==> config.mk <==
export PLATFORM = sky130hd
export DESIGN_NAME = adc_seq_top
export DESIGN_NICKNAME = d
export VERILOG_FILES = /design/src/rtl/adc_seq_pkg.sv /design/src/rtl/adc_seq_pick.sv /design/src/rtl/adc_seq_regs.sv /design/src/rtl/adc_seq_fsm.sv /design/src/rtl/adc_seq_top.sv
export SDC_FILE = /design/constraint.sdc
export NUM_CORES = 1
export LEC_CHECK = 0
export BUFFER_PORTS_ARGS = -buffer_cell sky130_fd_sc_hd__buf_2
export CORE_AREA = 2 2 236 145
export CTS_CLUSTER_SIZE = 40
export DETAILED_ROUTE_END_ITERATION = 10
export DIE_AREA = 0 0 238 147
export PLACE_DENSITY = 0.72
export REMOVE_ABC_BUFFERS = 1
export SLEW_MARGIN = 30
export SYNTH_ARGS = -nofsm -noshare
export SYNTH_HDL_FRONTEND = slang
export SYNTH_HIERARCHICAL = 1
export SYNTH_SLANG_ARGS = --single-unit
==> constraint.sdc <==
create_clock -name clk -period 4.31 [get_ports clk]
set_clock_uncertainty 0.2 [all_clocks]
set_input_delay 0.2155 -clock clk [delete_from_list [all_inputs] [get_ports clk]]
set_output_delay 0.2155 -clock clk [all_outputs]
set_load 0.02 [all_outputs]
==> src/rtl/adc_seq_pkg.sv <==
package adc_seq_pkg;

  typedef enum logic [1:0] {
    ST_IDLE = 2'd0,
    ST_RUN  = 2'd1,
    ST_WAIT = 2'd2
  } seq_state_e;

  // byte offsets
  localparam logic [7:0] OFS_CFG    = 8'h00;
  localparam logic [7:0] OFS_STAT   = 8'h02;
  localparam logic [7:0] OFS_ONE    = 8'h04;
  localparam logic [7:0] OFS_SEL_LO = 8'h08;
  localparam logic [7:0] OFS_SEL_HI = 8'h0A;

  // control word bit positions
  localparam int CFG_EN   = 0;
  localparam int CFG_GO   = 1;
  localparam int CFG_SCAN = 4;
  localparam int CFG_REP  = 6;
  localparam int CFG_IE   = 7;
  localparam int CFG_HALT = 11;

  localparam int STAT_EVT  = 0;
  localparam int STAT_BUSY = 1;
  localparam int DAT_NEW   = 15;

  localparam int SEL_W = 16;

endpackage

==> src/rtl/adc_seq_pick.sv <==
// Lowest-set-bit finder over the pending channel mask.
module adc_seq_pick #(
  parameter  int NUM_CH = 26,
  localparam int CH_W   = $clog2(NUM_CH)
) (
  input  logic [NUM_CH-1:0] mask,
  output logic [CH_W-1:0]   idx,
  output logic              any
);

  always_comb begin
    idx = '0;
    for (int i = NUM_CH - 1; i >= 0; i--) begin
      if (mask[i]) idx = CH_W'(i);
    end
  end

  assign any = |mask;

endmodule

==> src/rtl/adc_seq_regs.sv <==
module adc_seq_regs
  import adc_seq_pkg::*;
#(
  parameter  int NUM_CH = 26,
  parameter  int RES_W  = 10,
  localparam int CH_W   = $clog2(NUM_CH)
) (
  input  logic              clk,
  input  logic              rst_n,
  input  logic              wr_en,
  input  logic              rd_en,
  input  logic [7:0]        addr,
  input  logic [15:0]       wdata,
  output logic [15:0]       rdata,
  output logic              cfg_en,
  output logic              cfg_scan,
  output logic              cfg_rep,
  output logic              cfg_ie,
  output logic [NUM_CH-1:0] sel_mask,
  output logic [4:0]        one_idx,
  output logic              start_q,
  output logic              stop_q,
  input  logic              cyc_done,
  input  logic              res_we,
  input  logic [CH_W-1:0]   res_ch,
  input  logic [RES_W-1:0]  res_val,
  input  logic              busy,
  output logic              irq
);

  logic cfg_hit, stat_hit, one_hit, lo_hit, hi_hit, dat_hit;
  logic [4:0] dat_idx;

  assign cfg_hit  = (addr == OFS_CFG);
  assign stat_hit = (addr == OFS_STAT);
  assign one_hit  = (addr == OFS_ONE);
  assign lo_hit   = (addr == OFS_SEL_LO);
  assign hi_hit   = (addr == OFS_SEL_HI);
  assign dat_idx  = addr[5:1];
  assign dat_hit  = (addr[7:6] == 2'b01) && !addr[0] && (int'(dat_idx) < NUM_CH);

  // control and status state
  logic en_d, scan_d, rep_d, ie_d, start_d, stop_d, evt_d, evt_q;
  logic [4:0]        one_d;
  logic [NUM_CH-1:0] sel_d;

  always_comb begin
    en_d   = cfg_en;
    scan_d = cfg_scan;
    rep_d  = cfg_rep;
    ie_d   = cfg_ie;
    if (wr_en && cfg_hit) begin
      en_d   = wdata[CFG_EN];
      scan_d = wdata[CFG_SCAN];
      rep_d  = wdata[CFG_REP];
      ie_d   = wdata[CFG_IE];
    end
    start_d = wr_en && cfg_hit && wdata[CFG_GO] && wdata[CFG_EN];
    stop_d  = wr_en && cfg_hit && wdata[CFG_HALT];
    one_d   = (wr_en && one_hit) ? wdata[4:0] : one_idx;
    evt_d   = evt_q;
    if (wr_en && stat_hit && wdata[STAT_EVT]) evt_d = 1'b0;
    if (cyc_done) evt_d = 1'b1;
    sel_d = sel_mask;
    for (int c = 0; c < NUM_CH; c++) begin
      if (c < SEL_W) begin
        if (wr_en && lo_hit) sel_d[c] = wdata[c % SEL_W];
      end else begin
        if (wr_en && hi_hit) sel_d[c] = wdata[c % SEL_W];
      end
    end
  end

  always_ff @(posedge clk or negedge rst_n) begin
    if (!rst_n) begin
      cfg_en   <= 1'b0;
      cfg_scan <= 1'b0;
      cfg_rep  <= 1'b0;
      cfg_ie   <= 1'b0;
      start_q  <= 1'b0;
      stop_q   <= 1'b0;
      one_idx  <= '0;
      evt_q    <= 1'b0;
      sel_mask <= '0;
    end else begin
      cfg_en   <= en_d;
      cfg_scan <= scan_d;
      cfg_rep  <= rep_d;
      cfg_ie   <= ie_d;
      start_q  <= start_d;
      stop_q   <= stop_d;
      one_idx  <= one_d;
      evt_q    <= evt_d;
      sel_mask <= sel_d;
    end
  end

  assign irq = evt_q & cfg_ie;

  // per-channel result storage
  logic [NUM_CH*RES_W-1:0] val_flat;
  logic [NUM_CH-1:0]       new_vec;

  for (genvar c = 0; c < NUM_CH; c++) begin : g_ch
    logic             ch_wr, ch_clr, new_q;
    logic [RES_W-1:0] val_q;

    assign ch_wr  = res_we && (res_ch == CH_W'(c));
    assign ch_clr = rd_en && dat_hit && (dat_idx == 5'(c));

    always_ff @(posedge clk or negedge rst_n) begin
      if (!rst_n) begin
        val_q <= '0;
        new_q <= 1'b0;
      end else begin
        if (ch_wr) val_q <= res_val;
        if (ch_wr)       new_q <= 1'b1;
        else if (ch_clr) new_q <= 1'b0;
      end
    end

    assign val_flat[c*RES_W +: RES_W] = val_q;
    assign new_vec[c] = new_q;
  end

  // read path
  logic [15:0] rd_v;
  logic [31:0] sel_pad;

  always_comb begin
    sel_pad = '0;
    sel_pad[NUM_CH-1:0] = sel_mask;
    rd_v = '0;
    if (cfg_hit) begin
      rd_v[CFG_EN]   = cfg_en;
      rd_v[CFG_SCAN] = cfg_scan;
      rd_v[CFG_REP]  = cfg_rep;
      rd_v[CFG_IE]   = cfg_ie;
    end else if (stat_hit) begin
      rd_v[STAT_EVT]  = evt_q;
      rd_v[STAT_BUSY] = busy;
    end else if (one_hit) begin
      rd_v[4:0] = one_idx;
    end else if (lo_hit) begin
      rd_v = sel_pad[15:0];
    end else if (hi_hit) begin
      rd_v = sel_pad[31:16];
    end else if (dat_hit) begin
      for (int c = 0; c < NUM_CH; c++) begin
        if (dat_idx == 5'(c)) begin
          rd_v[RES_W-1:0] = val_flat[c*RES_W +: RES_W];
          rd_v[DAT_NEW]   = new_vec[c];
        end
      end
    end
  end

  always_ff @(posedge clk or negedge rst_n) begin
    if (!rst_n)     rdata <= '0;
    else if (rd_en) rdata <= rd_v;
  end

endmodule

==> src/rtl/adc_seq_fsm.sv <==
module adc_seq_fsm
  import adc_seq_pkg::*;
#(
  parameter  int NUM_CH = 26,
  parameter  int RES_W  = 10,
  localparam int CH_W   = $clog2(NUM_CH)
) (
  input  logic              clk,
  input  logic              rst_n,
  input  logic              start_q,
  input  logic              abort,
  input  logic              cfg_scan,
  input  logic              cfg_rep,
  input  logic [NUM_CH-1:0] sel_mask,
  input  logic [4:0]        one_idx,
  output logic              conv_req,
  output logic [CH_W-1:0]   conv_ch,
  input  logic              conv_done,
  input  logic [RES_W-1:0]  conv_data,
  output logic              res_we,
  output logic [CH_W-1:0]   res_ch,
  output logic [RES_W-1:0]  res_val,
  output logic              cyc_done,
  output logic              busy
);

  seq_state_e        st_q, st_d;
  logic [NUM_CH-1:0] pend_q, pend_d, one_hot, load_mask;
  logic [CH_W-1:0]   cur_q, cur_d, lo_idx;
  logic              lo_any;

  for (genvar c = 0; c < NUM_CH; c++) begin : g_one
    assign one_hot[c] = (one_idx == 5'(c));
  end

  assign load_mask = cfg_scan ? sel_mask : one_hot;

  adc_seq_pick #(.NUM_CH(NUM_CH)) u_pick (
    .mask (pend_q),
    .idx  (lo_idx),
    .any  (lo_any)
  );

  always_comb begin
    st_d     = st_q;
    pend_d   = pend_q;
    cur_d    = cur_q;
    conv_req = 1'b0;
    res_we   = 1'b0;
    cyc_done = 1'b0;
    unique case (st_q)
      ST_IDLE: begin
        if (start_q && !abort) begin
          pend_d = load_mask;
          st_d   = ST_RUN;
        end
      end
      ST_RUN: begin
        if (abort) begin
          st_d = ST_IDLE;
        end else if (!lo_any) begin
          cyc_done = 1'b1;
          if (cfg_rep && (|load_mask)) pend_d = load_mask;
          else                         st_d   = ST_IDLE;
        end else begin
          conv_req = 1'b1;
          cur_d    = lo_idx;
          st_d     = ST_WAIT;
        end
      end
      ST_WAIT: begin
        if (abort) begin
          st_d = ST_IDLE;
        end else if (conv_done) begin
          res_we        = 1'b1;
          pend_d[cur_q] = 1'b0;
          st_d          = ST_RUN;
        end
      end
      default: st_d = ST_IDLE;
    endcase
  end

  always_ff @(posedge clk or negedge rst_n) begin
    if (!rst_n) begin
      st_q   <= ST_IDLE;
      pend_q <= '0;
      cur_q  <= '0;
    end else begin
      st_q   <= st_d;
      pend_q <= pend_d;
      cur_q  <= cur_d;
    end
  end

  assign conv_ch = lo_idx;
  assign res_ch  = cur_q;
  assign res_val = conv_data;
  assign busy    = (st_q != ST_IDLE);

endmodule

==> src/rtl/adc_seq_top.sv <==
module adc_seq_top #(
  parameter  int NUM_CH = 26,
  parameter  int RES_W  = 10,
  localparam int CH_W   = $clog2(NUM_CH)
) (
  input  logic             clk,
  input  logic             rst_n,
  input  logic             bus_wr,
  input  logic             bus_rd,
  input  logic [7:0]       bus_addr,
  input  logic [15:0]      bus_wdata,
  output logic [15:0]      bus_rdata,
  output logic             irq,
  output logic             conv_req,
  output logic [CH_W-1:0]  conv_ch,
  input  logic             conv_done,
  input  logic [RES_W-1:0] conv_data
);

  logic              cfg_en, cfg_scan, cfg_rep, cfg_ie;
  logic              start_q, stop_q, abort, busy, cyc_done, res_we;
  logic [NUM_CH-1:0] sel_mask;
  logic [4:0]        one_idx;
  logic [CH_W-1:0]   res_ch;
  logic [RES_W-1:0]  res_val;

  assign abort = stop_q | ~cfg_en;

  adc_seq_regs #(.NUM_CH(NUM_CH), .RES_W(RES_W)) u_regs (
    .clk      (clk),
    .rst_n    (rst_n),
    .wr_en    (bus_wr),
    .rd_en    (bus_rd),
    .addr     (bus_addr),
    .wdata    (bus_wdata),
    .rdata    (bus_rdata),
    .cfg_en   (cfg_en),
    .cfg_scan (cfg_scan),
    .cfg_rep  (cfg_rep),
    .cfg_ie   (cfg_ie),
    .sel_mask (sel_mask),
    .one_idx  (one_idx),
    .start_q  (start_q),
    .stop_q   (stop_q),
    .cyc_done (cyc_done),
    .res_we   (res_we),
    .res_ch   (res_ch),
    .res_val  (res_val),
    .busy     (busy),
    .irq      (irq)
  );

  adc_seq_fsm #(.NUM_CH(NUM_CH), .RES_W(RES_W)) u_fsm (
    .clk       (clk),
    .rst_n     (rst_n),
    .start_q   (start_q),
    .abort     (abort),
    .cfg_scan  (cfg_scan),
    .cfg_rep   (cfg_rep),
    .sel_mask  (sel_mask),
    .one_idx   (one_idx),
    .conv_req  (conv_req),
    .conv_ch   (conv_ch),
    .conv_done (conv_done),
    .conv_data (conv_data),
    .res_we    (res_we),
    .res_ch    (res_ch),
    .res_val   (res_val),
    .cyc_done  (cyc_done),
    .busy      (busy)
  );

endmodule

==> impl_metrics.tcl, run 1 <==
set metrics [dict create \
    run_status "finished clean" \
    synth_edf_count 0 \
    syn_avg_cell_area_um2 11.0 \
    place_area_um2 19500 \
    tns_ns 0 \
    yosysTopAreaCellShare_pct 49.7 \
    fp-row-count 52 \
    yosys_warnings 6 \
    syn_area_um2 18800 \
    ys_seq_area_share_pct 49.7 \
    finalMaxSlewViolations 0 \
    power_density_nw_per_um2 365 \
    vias_per_cell 7.09 \
    grt_pass1_vias 14900 \
    clock_sinks 373 \
    numCtsBuffers 37 \
    crit_required_ns 4.54 \
    crit_slowest_cell "nand2_1" \
    clk_pin_slew_ns 0.07 \
    rrSetupSlack_ns 0.78 \
    grt_max_degree 96 \
    critPathLaunchType "flop" \
    cp_slowest_stage_delay_ns 0.64 \
    cts_buffer_depth 3 \
    first_pass_iters 8 \
    drv_cap 0 \
    async_reset_ff_share_pct 100 \
    arrival_ns 3.77 \
    worst_slew_margin_rel_pct 22.1 \
    die_h_um 147 \
    final.min_clock_period_ns 3.53 \
    worstMarginPinSlew_ns 1.16 \
    pre_cts_ws_ns 0.981 \
    ys_ff_latch 373 \
    synth_area_leaders "dfrtp_1, mux2_2, o21ai_0" \
    vdd_drop_max_mv 0.311 \
    cts_tree "done" \
    yosysTopAreaCell "dfrtp_1" \
    crit_path_end_kind "flop" \
    dp_hpwl_um 47700 \
    synth.most_common_cell "dfrtp_1" \
    nFillCells 2677 \
    final_nets 1789 \
    fin_ws_ns 0.775 \
    port_buffers 61 \
    cts_root_buf "clkbuf_16" \
    die-area_um2 35000 \
    postSynthCellCount 1709 \
    drt_iter0_markers 2637 \
    ys_types 79 \
    finalSetupViolations 0 \
    p_leak_uw 0.0101 \
    swShare_pct 24.5 \
    antenna_found_initial 2 \
    rsz0062_at_grt "no" \
    pwr-share-comb_pct 6.8 \
    yosys-top-cells-count "dfrtp_1, mux2_2, nand2_1, o21ai_0, nor2_1" \
    ios 62 \
    yosys_most_used_dff "dfrtp_1" \
    grt_overflow 0 \
    drc 0 \
    stdcell_area_um2 21000 \
    hp-class "input pin to flop" \
    post_cts.repair.setup_buffers 0 \
    cp_max_fo 29 \
    ant_nets 0 \
    p_int_uw 5780 \
    worstPathCellList "nand2b_1 > buf_4 > nor3_1 > nand2b_1 > nor3_1 > nand2_1 > mux2_2" \
    utilization_pct 63.5 \
    grt_pass1_wl_um 101000 \
    core_um2 33100 \
    h-tree-depth 2 \
    path_class "flop to flop" \
    p_sw_uw 1870 \
    fin_crit_sh_pct 82.0 \
    p_seq_share_pct 47.0 \
    holdWs_ns 0.0363 \
    die-width_um 238 \
    fmax_mhz 283 \
    wirelength_um 68200 \
    track_usage_pct 39.4 \
    clkLatencyLatePin_ns 0.56 \
    post_drt_wl_per_cell_um 30.9 \
    pwr-share-clk_pct 46.2 \
    start_util_pct 56.8 \
    via_count 15700 \
    drive_above_1_share_pct 28.9 \
    gp_congestion 1.03 \
    finalHoldViolCount 0 \
    area_delta_synth_final_pct 11.6 \
]
per-layer routing:
layer	share of wire, %	GRT usage [%]
met1	43	60.0
met2	37	49.2
met3	17	19.0
met4	2.8	9.63
met5	0.14	0
metrics by stage:
step / power, uW / std cells
after floorplan: 3810 / 1575
final: 7650 / 2211
after global routing: 7840 / 2210
after CTS: 7640 / 2210
after global placement: 4130 / 2124
after detailed placement: 4140 / 2124
final cells by class:
type	instances	area (um^2)	area share, %
tap	432	541	2.58
multi-input combinational	1152	8640	41.2
antenna	1	2.50	0.0119
inverter	50	188	0.895
clock inverter	15	214	1.02
timing repair buffer	136	951	4.53
sequential	373	9330	44.5
clock buffer	52	1100	5.27
registers in the layout, indices dropped and copies added, names as in the netlist, 2 cells and up:
register and flops:
u_regs/rdata 16, u_regs/sel_mask 26, u_fsm/st_q 2, u_fsm/res_ch 5, u_regs/g_ch.val_q 260, u_regs/g_ch.new_q 26, u_regs/one_idx 5, u_fsm/pend_q 26
logic make-up after synthesis:
logic type	share of synthesized area [%]
AO/OA/AOI/OAI	14.7
XOR/XNOR	0.0466
multiplexers	19.0
AND/OR/NAND/NOR	12.1
buffers and inverters	4.48
flip-flops	49.7
layout by cell type (no fill, tap or decap), types with 6 or more instances in the layout:
| cell | netlist | layout |
|---|---|---|
| a2111oi_0 | 9 | 9 |
| a211oi_1 | 11 | 11 |
| a21o_1 | 16 | 16 |
| a21oi_1 | 60 | 60 |
| a221o_1 | 6 | 6 |
| a221oi_1 | 11 | 11 |
| a22o_1 | 13 | 13 |
| a22oi_1 | 57 | 57 |
| a31oi_1 | 16 | 16 |
| a32oi_1 | 14 | 14 |
| and3_1 | 25 | 25 |
| and3b_1 | 6 | 6 |
| buf_2 | 33 | 60 |
| buf_4 | 17 | 54 |
| clkbuf_16 | 0 | 39 |
| clkbuf_8 | 0 | 8 |
| clkinv_2 | 0 | 6 |
| dfrtp_1 | 373 | 373 |
| dlygate4sd3_1 | 0 | 19 |
| inv_1 | 49 | 49 |
| mux2_2 | 306 | 306 |
| mux2i_1 | 12 | 12 |
| nand2_1 | 99 | 99 |
| nand2b_1 | 26 | 26 |
| nand3_1 | 34 | 34 |
| nand4_1 | 14 | 14 |
| nor2_1 | 83 | 83 |
| nor2b_1 | 23 | 23 |
| nor3_1 | 41 | 40 |
| nor3b_1 | 13 | 12 |
| nor4_1 | 18 | 15 |
| o211ai_1 | 12 | 12 |
| o21ai_0 | 87 | 87 |
| o221ai_1 | 29 | 29 |
| o22ai_1 | 18 | 18 |
| o31ai_1 | 10 | 10 |
| or3_1 | 6 | 6 |
power groups by stage:
stage | sequential [uW] | combinational (uW) | clock [uW]
global route | 3590 | 549 | 3700
global placement | 3650 | 478 | 0
finish | 3590 | 522 | 3530
floorplan | 3640 | 173 | 0
detailed placement | 3650 | 486 | 0
CTS | 3590 | 502 | 3550
critical path: cells and delay by family (launching register included):
kind                   cells  cell delay, ns
DFF                        1            0.41
and+or+nand+nor            5            2.12
muxes                      1            0.47
buffers and inverters      1            0.22
what timing repair did:
item / CTS / global route
hold endpoints to repair: 125 / 0
gates resized for setup: 0 / 0
hold buffers: 19 / 0
final timing paths:
check / start / to / cells past startpoint
setup / recovery: u_fsm/st_q[0]$_DFFE_PN0P_ / u_regs/g_ch[0].val_q[2]$_DFFE_PN0P_ / 7
hold / removal: bus_rd / u_regs/rdata[10]$_DFFE_PN0P_ / 3
setup reg to reg: u_fsm/st_q[0]$_DFFE_PN0P_ / u_regs/g_ch[0].val_q[2]$_DFFE_PN0P_ / 7
hold reg to reg: u_regs/g_ch[20].new_q$_DFFE_PN0P_ / u_regs/g_ch[20].new_q$_DFFE_PN0P_ / 2
max in group asynchronous: rst_n / u_regs/g_ch[21].val_q[7]$_DFFE_PN0P_ / 3
min in group asynchronous: rst_n / u_regs/g_ch[5].val_q[8]$_DFFE_PN0P_ / 2
No activity file was read; power rests on OpenSTA's default activity.
==> inputs of run 2 (changes only) <==
==> constraint.sdc (replaced) <==
create_clock -name clk -period 3.3 [get_ports clk]
set_clock_uncertainty 0.2 [all_clocks]
set_input_delay 0.165 -clock clk [delete_from_list [all_inputs] [get_ports clk]]
set_output_delay 0.165 -clock clk [all_outputs]
set_load 0.02 [all_outputs]
==> run 2 against run 1 <==
  * Sequential share of layout area decreased by 1.2 points
  * Clock-buffer cell count is 2 higher
  * Clock power up 30%
  * First-iteration DRC count down 8.7%
  * Core utilization up 1.7 points
  * Setup slack lost 0.65 ns
  * Combinational power is 48% higher
  * Routed wire length up 3.0%
  * Via count rose by 0.94%
  * Non-clock buffer count increased by 62
  * Die area unchanged
  * Critical path type unchanged
==> impl_metrics.tcl, run 2 (synthesis gave the netlist of run 1 again) <==
set metrics [dict create \
    drive_above_1_share_pct 30.8 \
    numCtsBuffers 38 \
    placed_cells 2177 \
    rsz0062_at_grt "no" \
    die-area_um2 35000 \
    crit_path_end_kind "flop" \
    run_status "finished clean" \
    hp-class "input pin to flop" \
    ant_nets 0 \
    ctsResizeCount 0 \
    post_drt_wl_per_cell_um 30.9 \
    instances_no_fill 2275 \
    fp-row-count 52 \
    h-tree-depth 2 \
    gp_congestion 0.967 \
    cts_tree "done" \
    top_register "u_regs/g_ch.val_q" \
    largest_reg_flops 260 \
    clock_sinks 373 \
    cp_max_fo 11 \
    antenna_found_initial 0 \
    arrival_ns 3.39 \
    drc 0 \
    die_h_um 147 \
    whs_path_depth 2 \
    final_common_cell "dfrtp_1" \
    ff2ff_path_depth 7 \
    via_count 15800 \
    r2r-end "u_regs/g_ch[18].val_q[2]$_DFFE_PN0P_" \
    wirelength_um 70300 \
    finalHoldViolCount 0 \
    ios 62 \
    fin_crit_sh_pct 96.1 \
    regToRegStartpoint "u_regs/stop_q$_DFF_PN0_" \
    utilization_pct 65.2 \
    vias_per_cell 6.96 \
    drt_iter0_markers 2407 \
    start_util_pct 56.8 \
    min_to "u_regs/g_ch[4].val_q[7]$_DFFE_PN0P_" \
    final_cell_mix "dfrtp_1, mux2_2, buf_4" \
    drv_cap 0 \
    final_nets 1852 \
    port_buffers 61 \
    grt_pass1_wl_um 103000 \
    area_delta_synth_final_pct 14.7 \
    die-width_um 238 \
    vdd_drop_max_mv 0.541 \
    grt_max_degree 106 \
    crit_required_ns 3.52 \
    grt_pass1_vias 14900 \
    critPathLaunchType "flop" \
    fmax_mhz 315 \
    first_pass_iters 8 \
    cts_buffer_depth 3 \
    core_um2 33100 \
    dp_hpwl_um 49300 \
    clkLatencyLatePin_ns 0.54 \
    min_from "conv_data[7]" \
    worstMarginPinSlew_ns 1.01 \
    p_leak_uw 0.0104 \
    path_class "flop to flop" \
    power_density_nw_per_um2 466 \
    rrSetupSlack_ns 0.13 \
    clk_pin_slew_ns 0.06 \
    worst_slew_margin_rel_pct 32.8 \
    grt_overflow 0 \
    track_usage_pct 40.3 \
    finalMaxSlewViolations 0 \
    finalSetupViolations 0 \
    final.min_clock_period_ns 3.17 \
    cts_root_buf "clkbuf_16" \
]
[run 2: cell types whose count changed in the layout (fill, tap and decap cells not counted), moves of 2 or more]
cell / change
buf_12: +5
buf_4: +48
clkbuf_1: +4
clkbuf_8: -2
clkinv_2: +2
dlygate4sd3_1: +8
nor3_1: -2
nor3_2: +2
[run 2: how the worst max path moves through the flow]
| stage | from | to | slack [ns] | depth (start not counted) |
|---|---|---|---|---|
| 2_1_floorplan | u_fsm/st_q[0]$_DFFE_PN0P_ | u_regs/g_ch[12].val_q[0]$_DFFE_PN0P_ | -0.08 | 5 |
| 3_3_place_gp | bus_addr[1] | u_regs/rdata[1]$_DFFE_PN0P_ | -0.13 | 9 |
| 3_5_place_dp | bus_addr[2] | u_regs/rdata[4]$_DFFE_PN0P_ | 0.02 | 7 |
| 4_1_cts | u_regs/stop_q$_DFF_PN0_ | u_regs/g_ch[18].val_q[2]$_DFFE_PN0P_ | 0.23 | 7 |
| 5_1_grt | u_regs/stop_q$_DFF_PN0_ | u_regs/g_ch[18].val_q[2]$_DFFE_PN0P_ | 0.02 | 7 |
| 6_report | u_regs/stop_q$_DFF_PN0_ | u_regs/g_ch[18].val_q[2]$_DFFE_PN0P_ | 0.13 | 7 |
[run 2: worst max-delay path: stages, from the launching register on]
cell      delay, ns
dfrtp_1        0.36
nand2b_1       0.34
nor3_1         0.40
buf_4          0.22
nand2_1        0.14
nor3_1         0.38
nand2b_1       0.55
mux2_2         0.47
[run 2: timing repair]
item                      CTS  global route
setup buffers               0             0
hold buffers               26             1
hold endpoints to repair  144            29
[run 2: layout make-up]
class | count | area [um^2]
diodes | 1 | 2.50
clock buffers | 54 | 1090
clock inverters | 15 | 208
fillers | 2610 | 11500
inverters | 50 | 188
multi-input cells | 1152 | 8660
flip-flops and latches | 373 | 9330
well taps | 432 | 541
repair buffers | 198 | 1520
[run 2: metrics by stage]
| step | area, um^2 | setup slack (ns) | hold WS, ns | TNS [ns] | total power (uW) |
|---|---|---|---|---|---|
| 6_report | 21500 | 0.128 | 0.0902 | 0 | 10000 |
| 3_5_place_dp | 19900 | 0.0230 | 0.106 | 0 | 5470 |
| 5_1_grt | 21500 | 0.0212 | 0.0803 | 0 | 10300 |
| 2_1_floorplan | 18100 | -0.0824 | -0.331 | -1.37 | 4970 |
| 3_3_place_gp | 19900 | -0.127 | 0.116 | -0.172 | 5460 |
| 4_1_cts | 21500 | 0.226 | 0.0559 | 0 | 10000 |
[run 2: routing by layer]
layer  wire (um)  share of wire (%)  track usage (%)
met5           0                  0                0
met4        1290                1.8             7.19
met1       30600                 44             61.0
met3       11500                 16             19.9
met2       26900                 38             52.0
[run 2: power breakdown]
part / internal, uW / total [uW] / switching (uW)
registers: 4620 / 4670 / 53.6
logic: 224 / 772 / 548
clock network: 2710 / 4590 / 1880
